$ cat config.mk
export PLATFORM = sky130hd
export DESIGN_NAME = lpm_wake_ctrl
export DESIGN_NICKNAME = d
export VERILOG_FILES = /design/src/rtl/lpm_pkg.sv /design/src/rtl/lpm_relock_timer.sv /design/src/rtl/lpm_expiry_status.sv /design/src/rtl/lpm_mode_fsm.sv /design/src/rtl/lpm_wake_ctrl.sv
export SDC_FILE = /design/constraint.sdc
export NUM_CORES = 1
export LEC_CHECK = 0
export BUFFER_PORTS_ARGS = -buffer_cell sky130_fd_sc_hd__buf_2
export CORE_AREA = 3 3 41 57
export DETAILED_ROUTE_END_ITERATION = 12
export DIE_AREA = 0 0 44 60
export PLACE_DENSITY = 0.86
export SYNTH_ARGS = -nofsm -noshare
export SYNTH_HDL_FRONTEND = slang
export SYNTH_HIERARCHICAL = 1
export SYNTH_SLANG_ARGS = --single-unit
export TNS_END_PERCENT = 1
$ cat constraint.sdc
create_clock -name clk -period 2.8 [get_ports clk]
set_input_delay 0.42 -clock clk [delete_from_list [all_inputs] [get_ports clk]]
set_output_delay 0.42 -clock clk [all_outputs]
set_load 0.01 [all_outputs]
$ cat src/rtl/lpm_pkg.sv
// Shared types for the low-power wake-up controller.
// Assumes the two-bit mode code is visible to software, so its values are fixed.
package lpm_pkg;

    typedef enum logic [1:0] {
        MODE_NORMAL = 2'd0,
        MODE_DOZE   = 2'd1,
        MODE_DEEP   = 2'd2,
        MODE_PDOWN  = 2'd3
    } lpm_mode_e;

    typedef enum logic [2:0] {
        ST_NORMAL,
        ST_DOZE,
        ST_DEEP,
        ST_PDOWN,
        ST_RELOCK
    } lpm_state_e;

endpackage

$ cat src/rtl/lpm_relock_timer.sv
// Counts the PLL relock interval in reference-clock cycles.
// A start pulse loads the long or short length and restarts any count already
// running. expired is high during the last cycle of the interval.
module lpm_relock_timer #(
    parameter int unsigned LONG_CYC  = 500,
    parameter int unsigned SHORT_CYC = 100
) (
    input  logic clk,
    input  logic rst_n,
    input  logic start,
    input  logic sel_short,
    output logic expired
);
    localparam int unsigned CNT_W = $clog2(LONG_CYC + 1);

    logic [CNT_W-1:0] cnt_q;
    logic             busy_q;

    // Load on start, otherwise count down while busy and stop at zero.
    always_ff @(posedge clk) begin
        if (!rst_n) begin
            cnt_q  <= '0;
            busy_q <= 1'b0;
        end else if (start) begin
            cnt_q  <= sel_short ? CNT_W'(SHORT_CYC - 1) : CNT_W'(LONG_CYC - 1);
            busy_q <= 1'b1;
        end else if (busy_q) begin
            if (cnt_q == '0) begin
                busy_q <= 1'b0;
            end else begin
                cnt_q <= cnt_q - 1'b1;
            end
        end
    end

    assign expired = busy_q && (cnt_q == '0);

    AST_CNT_RANGE: assert property (@(posedge clk) disable iff (!rst_n)
        busy_q |-> (cnt_q < CNT_W'(LONG_CYC)));
    AST_EXPIRE_STOPS: assert property (@(posedge clk) disable iff (!rst_n)
        (expired && !start) |=> !busy_q);

endmodule

$ cat src/rtl/lpm_expiry_status.sv
// Sticky timer-expired status bit with its mirror pin.
// An enabled timer source or a hard reset sets the bit, and a clear pulse
// resets it. When both arrive together the set wins. Also reports whether any
// enabled source is active, for use by the mode sequencer.
module lpm_expiry_status #(
    parameter int unsigned NSRC = 4
) (
    input  logic            clk,
    input  logic            rst_n,
    input  logic [NSRC-1:0] wake_src,
    input  logic [NSRC-1:0] wake_en,
    input  logic            hard_reset,
    input  logic            clr,
    output logic            src_hit,
    output logic            stat
);
    logic stat_q;

    assign src_hit = |(wake_src & wake_en);

    // Set has priority over the write-one-to-clear pulse.
    always_ff @(posedge clk) begin
        if (!rst_n) begin
            stat_q <= 1'b0;
        end else if (src_hit || hard_reset) begin
            stat_q <= 1'b1;
        end else if (clr) begin
            stat_q <= 1'b0;
        end
    end

    assign stat = stat_q;

    AST_STAT_SET: assert property (@(posedge clk) disable iff (!rst_n)
        (|(wake_src & wake_en) || hard_reset) |=> stat_q);
    AST_STAT_STICKY: assert property (@(posedge clk) disable iff (!rst_n)
        (stat_q && !clr) |=> stat_q);
    AST_STAT_QUIET: assert property (@(posedge clk) disable iff (!rst_n)
        (!stat_q && !(|(wake_src & wake_en)) && !hard_reset) |=> !stat_q);

endmodule

$ cat src/rtl/lpm_mode_fsm.sv
// Mode sequencer: normal-high, doze, deep-sleep, power-down and relock.
// The relock state reports mode code 0 with the PLL on, but ready stays low
// until the timer expires. Hard reset has priority over every other event.
module lpm_mode_fsm
    import lpm_pkg::*;
(
    input  logic       clk,
    input  logic       rst_n,
    input  logic       req_valid,
    input  logic [1:0] req_mode,
    input  logic       irq_pending,
    input  logic       src_hit,
    input  logic       hard_reset,
    input  logic       relock_done,
    output logic       relock_start,
    output logic [1:0] cur_mode,
    output logic       ready,
    output logic       pll_en
);
    lpm_state_e st_q, st_d;

    // Next-state selection and relock start request.
    always_comb begin
        st_d         = st_q;
        relock_start = 1'b0;
        if (hard_reset) begin
            if (st_q == ST_DEEP || st_q == ST_PDOWN || st_q == ST_RELOCK) begin
                st_d         = ST_RELOCK;
                relock_start = 1'b1;
            end else begin
                st_d = ST_NORMAL;
            end
        end else begin
            unique case (st_q)
                ST_NORMAL: begin
                    if (req_valid) begin
                        case (lpm_mode_e'(req_mode))
                            MODE_DOZE:  st_d = ST_DOZE;
                            MODE_DEEP:  st_d = ST_DEEP;
                            MODE_PDOWN: st_d = ST_PDOWN;
                            default:    st_d = ST_NORMAL;
                        endcase
                    end
                end
                ST_DOZE: begin
                    if (irq_pending) st_d = ST_NORMAL;
                end
                ST_DEEP: begin
                    if (irq_pending || src_hit) begin
                        st_d         = ST_RELOCK;
                        relock_start = 1'b1;
                    end
                end
                ST_PDOWN:  st_d = ST_PDOWN;
                ST_RELOCK: begin
                    if (relock_done) st_d = ST_NORMAL;
                end
                default:   st_d = ST_NORMAL;
            endcase
        end
    end

    // State register.
    always_ff @(posedge clk) begin
        if (!rst_n) begin
            st_q <= ST_NORMAL;
        end else begin
            st_q <= st_d;
        end
    end

    // Output decode from the registered state.
    always_comb begin
        unique case (st_q)
            ST_DOZE:  cur_mode = MODE_DOZE;
            ST_DEEP:  cur_mode = MODE_DEEP;
            ST_PDOWN: cur_mode = MODE_PDOWN;
            default:  cur_mode = MODE_NORMAL;
        endcase
    end

    assign ready  = (st_q == ST_NORMAL);
    assign pll_en = !(st_q == ST_DEEP || st_q == ST_PDOWN);

    AST_PDOWN_HOLD: assert property (@(posedge clk) disable iff (!rst_n)
        (st_q == ST_PDOWN && !hard_reset) |=> (cur_mode == MODE_PDOWN));
    AST_DOZE_EXIT: assert property (@(posedge clk) disable iff (!rst_n)
        (st_q == ST_DOZE && irq_pending && !hard_reset) |=> ready);
    AST_DEEP_WAKE: assert property (@(posedge clk) disable iff (!rst_n)
        (st_q == ST_DEEP && (irq_pending || src_hit) && !hard_reset)
        |=> (pll_en && !ready));
    AST_HRST_MODE: assert property (@(posedge clk) disable iff (!rst_n)
        hard_reset |=> (cur_mode == MODE_NORMAL));
    AST_BUSY_IGNORE: assert property (@(posedge clk) disable iff (!rst_n)
        (st_q == ST_RELOCK && !relock_done && !hard_reset) |=> !ready);
    AST_READY_PLL: assert property (@(posedge clk) disable iff (!rst_n)
        ready |-> pll_en);

endmodule

$ cat src/rtl/lpm_wake_ctrl.sv
// Top of the low-power wake-up controller.
// Assumes that clk is the PLL-input reference clock, that rst_n is synchronous
// and that all inputs are already synchronous to clk.
module lpm_wake_ctrl #(
    parameter int unsigned NSRC      = 4,
    parameter int unsigned LONG_CYC  = 500,
    parameter int unsigned SHORT_CYC = 100
) (
    input  logic            clk,
    input  logic            rst_n,
    input  logic            req_valid,
    input  logic [1:0]      req_mode,
    input  logic            irq_pending,
    input  logic [NSRC-1:0] wake_src,
    input  logic [NSRC-1:0] wake_en,
    input  logic            pll_one_to_one,
    input  logic            hard_reset,
    input  logic            texp_clr,
    output logic            pll_en,
    output logic [1:0]      cur_mode,
    output logic            ready,
    output logic            texp_stat,
    output logic            texp_pin
);
    logic src_hit;
    logic relock_start;
    logic relock_done;
    logic stat;

    // Sticky expiry status and combined source hit.
    lpm_expiry_status #(.NSRC(NSRC)) u_status (
        .clk        (clk),
        .rst_n      (rst_n),
        .wake_src   (wake_src),
        .wake_en    (wake_en),
        .hard_reset (hard_reset),
        .clr        (texp_clr),
        .src_hit    (src_hit),
        .stat       (stat)
    );

    // Relock interval counter.
    lpm_relock_timer #(.LONG_CYC(LONG_CYC), .SHORT_CYC(SHORT_CYC)) u_timer (
        .clk       (clk),
        .rst_n     (rst_n),
        .start     (relock_start),
        .sel_short (pll_one_to_one),
        .expired   (relock_done)
    );

    // Mode sequencer.
    lpm_mode_fsm u_fsm (
        .clk          (clk),
        .rst_n        (rst_n),
        .req_valid    (req_valid),
        .req_mode     (req_mode),
        .irq_pending  (irq_pending),
        .src_hit      (src_hit),
        .hard_reset   (hard_reset),
        .relock_done  (relock_done),
        .relock_start (relock_start),
        .cur_mode     (cur_mode),
        .ready        (ready),
        .pll_en       (pll_en)
    );

    assign texp_stat = stat;
    assign texp_pin  = stat;

endmodule

==> results.cfg <==
[global_route]
grt_max_degree = 19
grt_overflow = 0
grt_pass1_vias = 855
grt_util_all_layers_pct = 17.8
antenna_found_initial = 0
grt_first_pass_wirelength_um = 3500

[placement]
dpl_cell_area_mm2 = 0.00107
port-buffer-count = 22
dp.cells = 153
finalWeightedCongestion = 0.842
hpwlAfterDp_um = 1560

[detailed_routing]
ant_nets = 0
drc = 0
drtPass1Iterations = 4
vias_per_cell = 5.97
drtIter0Drc = 10
wire_per_inst_um = 13.1
num_vias = 937
routed_wl_um = 2060

[timing]
rsz0062_at_grt = no
finalMaxSlewViolations = 0
post-route-period-util_pct = 75.6
fin_hold_ws_ns = 0.396
slew-limit-headroom_pct = 49.3
hold_viol = 0
period_needed_ns = 2.12
final.setup.tns_ns = 0
tightest_slew_ns = 0.753
max_freq_mhz = 472
finalSetupViolations = 0
fin_skew_ns = 0.00290

[clock_network]
cts-root-buf = clkbuf_4
cts_sinks = 14
insertion_delay_ns = 0.29
clk_pin_slew_ns = 0.09
post_cts_buffers = 0
htree_num_levels = 1
postCtsResizedCells = 0
cts-buffers-inserted = 3
clock_path_buffers = 2
cts_tree = done
holdBufCountCts = 0

[final_layout]
finalInstanceArea_mm2 = 0.00111
mostFrequentLayoutCells = buf_2, dfxtp_1, nand2_1, inv_1, nor2_1
fillers = 168
final_common_cell = buf_2
drive_gt1_share_pct = 32.1
diodes = 0
fin_nets = 156
finalNonFillerCells = 157
area_growth_pct = 15.3

[floorplan]
dieArea_mm2 = 0.00264
pin_count = 23
die_w_um = 44
start_util_pct = 52.0
dieHeight_um = 60
core_area_mm2 = 0.00185
num_rows = 18

[critical_path]
endpoint_kind = flop
reg2reg_depth = 7
cp-endpoint = u_fsm/st_q[2]
rr_endpoint = u_fsm/st_q[2]
crit_family = simple AND/OR/NAND/NOR gates
cp-startpoint = u_timer/cnt_q[0]
r2r_slack_ns = 0.68
crit_path_max_fanout = 9
crit_chain = inv_1 > ha_1 > nand2_1 > nor4b_1 > a21oi_1 > a31o_2 > and3_2
r2r-start = u_timer/cnt_q[0]
arrival_ns = 2.31
startpoint_type = flop
path_class = reg -> reg
slowest_delay_ns = 0.49
path_buf_inv = 1
crit_cells = 7
slowest_stage = nor4b_1
critPathRequiredTime_ns = 2.99

[pwr]
swShare_pct = 33.5
combPwrFrac_pct = 30.6
pwr-share-seq_pct = 42.6
p_per_area_mw_per_mm2 = 510
power_mw = 0.564
p_int_mw = 0.375
ir_drop_mv = 0.375
clock_power_share_pct = 26.7
p_sw_mw = 0.189
power_leakage_nw = 0.429

[synth]
yosysWarnings = 6
synthArstFlopShare_pct = 0
synth_area_um2 = 960
syn-num-nets = 134
synthDistinctLibCells = 45
synthCells = 116
synth_top_flop_cell = dfxtp_1
ys_ff_latch = 14
syn_avg_cell_area_um2 = 8.27
yosysSeqAreaShare_pct = 29.2
synth_edf_count = 0

[hold_path]
holdCritPathClass = in -> reg

[run_status]
status = finished, final reports clean

[flow_run]
maxCapViolCount = 0
[flip-flops by register name, indices dropped and copies added (netlist names)]
| name | flops |
|---|---|
| u_timer/cnt_q | 9 |
| u_fsm/st_q | 3 |
| u_status/stat | 1 |
| u_timer/busy_q | 1 |
[worst register-to-register path: cells and delay by family (launching register included)]
| family | cells | cell delay [ns] |
|---|---|---|
| fa+ha+maj | 1 | 0.31 |
| flops | 1 | 0.35 |
| simple gates | 3 | 0.91 |
| compound gates | 2 | 0.39 |
| buf+inv | 1 | 0.06 |
[layer usage]
metal	global-route usage, %	up-vias	part of all wire (%)
met5	0	-	0
met4	9.48	0	2.0
li1	-	477	-
met3	4.52	5	7.9
met2	32.1	33	47
met1	18.2	422	43
[cell usage after synthesis, types with 2 or more instances]
cell       count  area (um^2)
inv_1          9         33.8
nand2b_1       4         25.0
a31oi_1        3         18.8
mux2i_1        5         50.1
dfxtp_1       14          280
clkbuf_1       3         11.3
nor3_1         4         20.0
nand3b_1       2         15.0
or3_1          2         12.5
o21ai_0        4         20.0
nor2_1         9         33.8
nor4_1         3         18.8
a2111oi_0      3         26.3
o21a_1         2         15.0
a22oi_2        3         37.5
a21oi_1        3         15.0
nand2_1       10         37.5
a21o_1         2         15.0
a211oi_1       4         30.0
a211o_2        2         20.0
[final cells by class]
cell class | instances | area, um^2 | area share (%)
Timing Repair Buffer | 24 | 125 | 11.3
Inverter | 10 | 37.5 | 3.39
Multi-Input combinational cell | 85 | 602 | 54.4
Clock buffer | 4 | 36.3 | 3.28
Sequential cell | 14 | 280 | 25.3
Tap cell | 20 | 25.0 | 2.26
[kinds of logic after synthesis]
| family | Yosys count | synth area share (%) |
|---|---|---|
| muxes | 5 | 5.22 |
| AOI/OAI and AO/OA | 34 | 29.2 |
| and+or+nand+nor | 45 | 27.0 |
| buffers and inverters | 17 | 8.08 |
| DFF | 14 | 29.2 |
| adders and majority gates | 1 | 1.30 |
[through the flow]
stage | util (%) | setup WS (ns)
detailed placement | 57.9 | 0.382
global placement | 57.9 | 0.571
global route | 59.9 | 0.467
floorplan | - | 0.600
finish | 59.9 | 0.682
CTS | 59.9 | 0.652
[power groups by stage]
stage          combinational, mW  sequential [mW]  clock [mW]
5_1_grt                    0.195            0.244       0.161
6_report                   0.173            0.240       0.151
3_5_place_dp               0.172            0.244           0
2_1_floorplan              0.131            0.238           0
4_1_cts                    0.173            0.240       0.153
3_3_place_gp               0.165            0.243           0
[worst min path at each step]
| stage | slack [ns] | cells after the start | end | from |
|---|---|---|---|---|
| after global routing | 0.41 | 3 | u_timer/cnt_q[8] | pll_one_to_one |
| final | 0.40 | 3 | u_timer/cnt_q[8] | pll_one_to_one |
| after detailed placement | 0.53 | 2 | u_timer/cnt_q[3] | u_timer/cnt_q[3] |
| after CTS | 0.39 | 3 | u_timer/cnt_q[8] | pll_one_to_one |
| after global placement | 0.51 | 2 | u_timer/cnt_q[3] | u_timer/cnt_q[3] |
| after floorplan | 0.48 | 2 | u_timer/cnt_q[2] | u_timer/cnt_q[2] |
No activity file was read; power rests on OpenSTA's default activity.
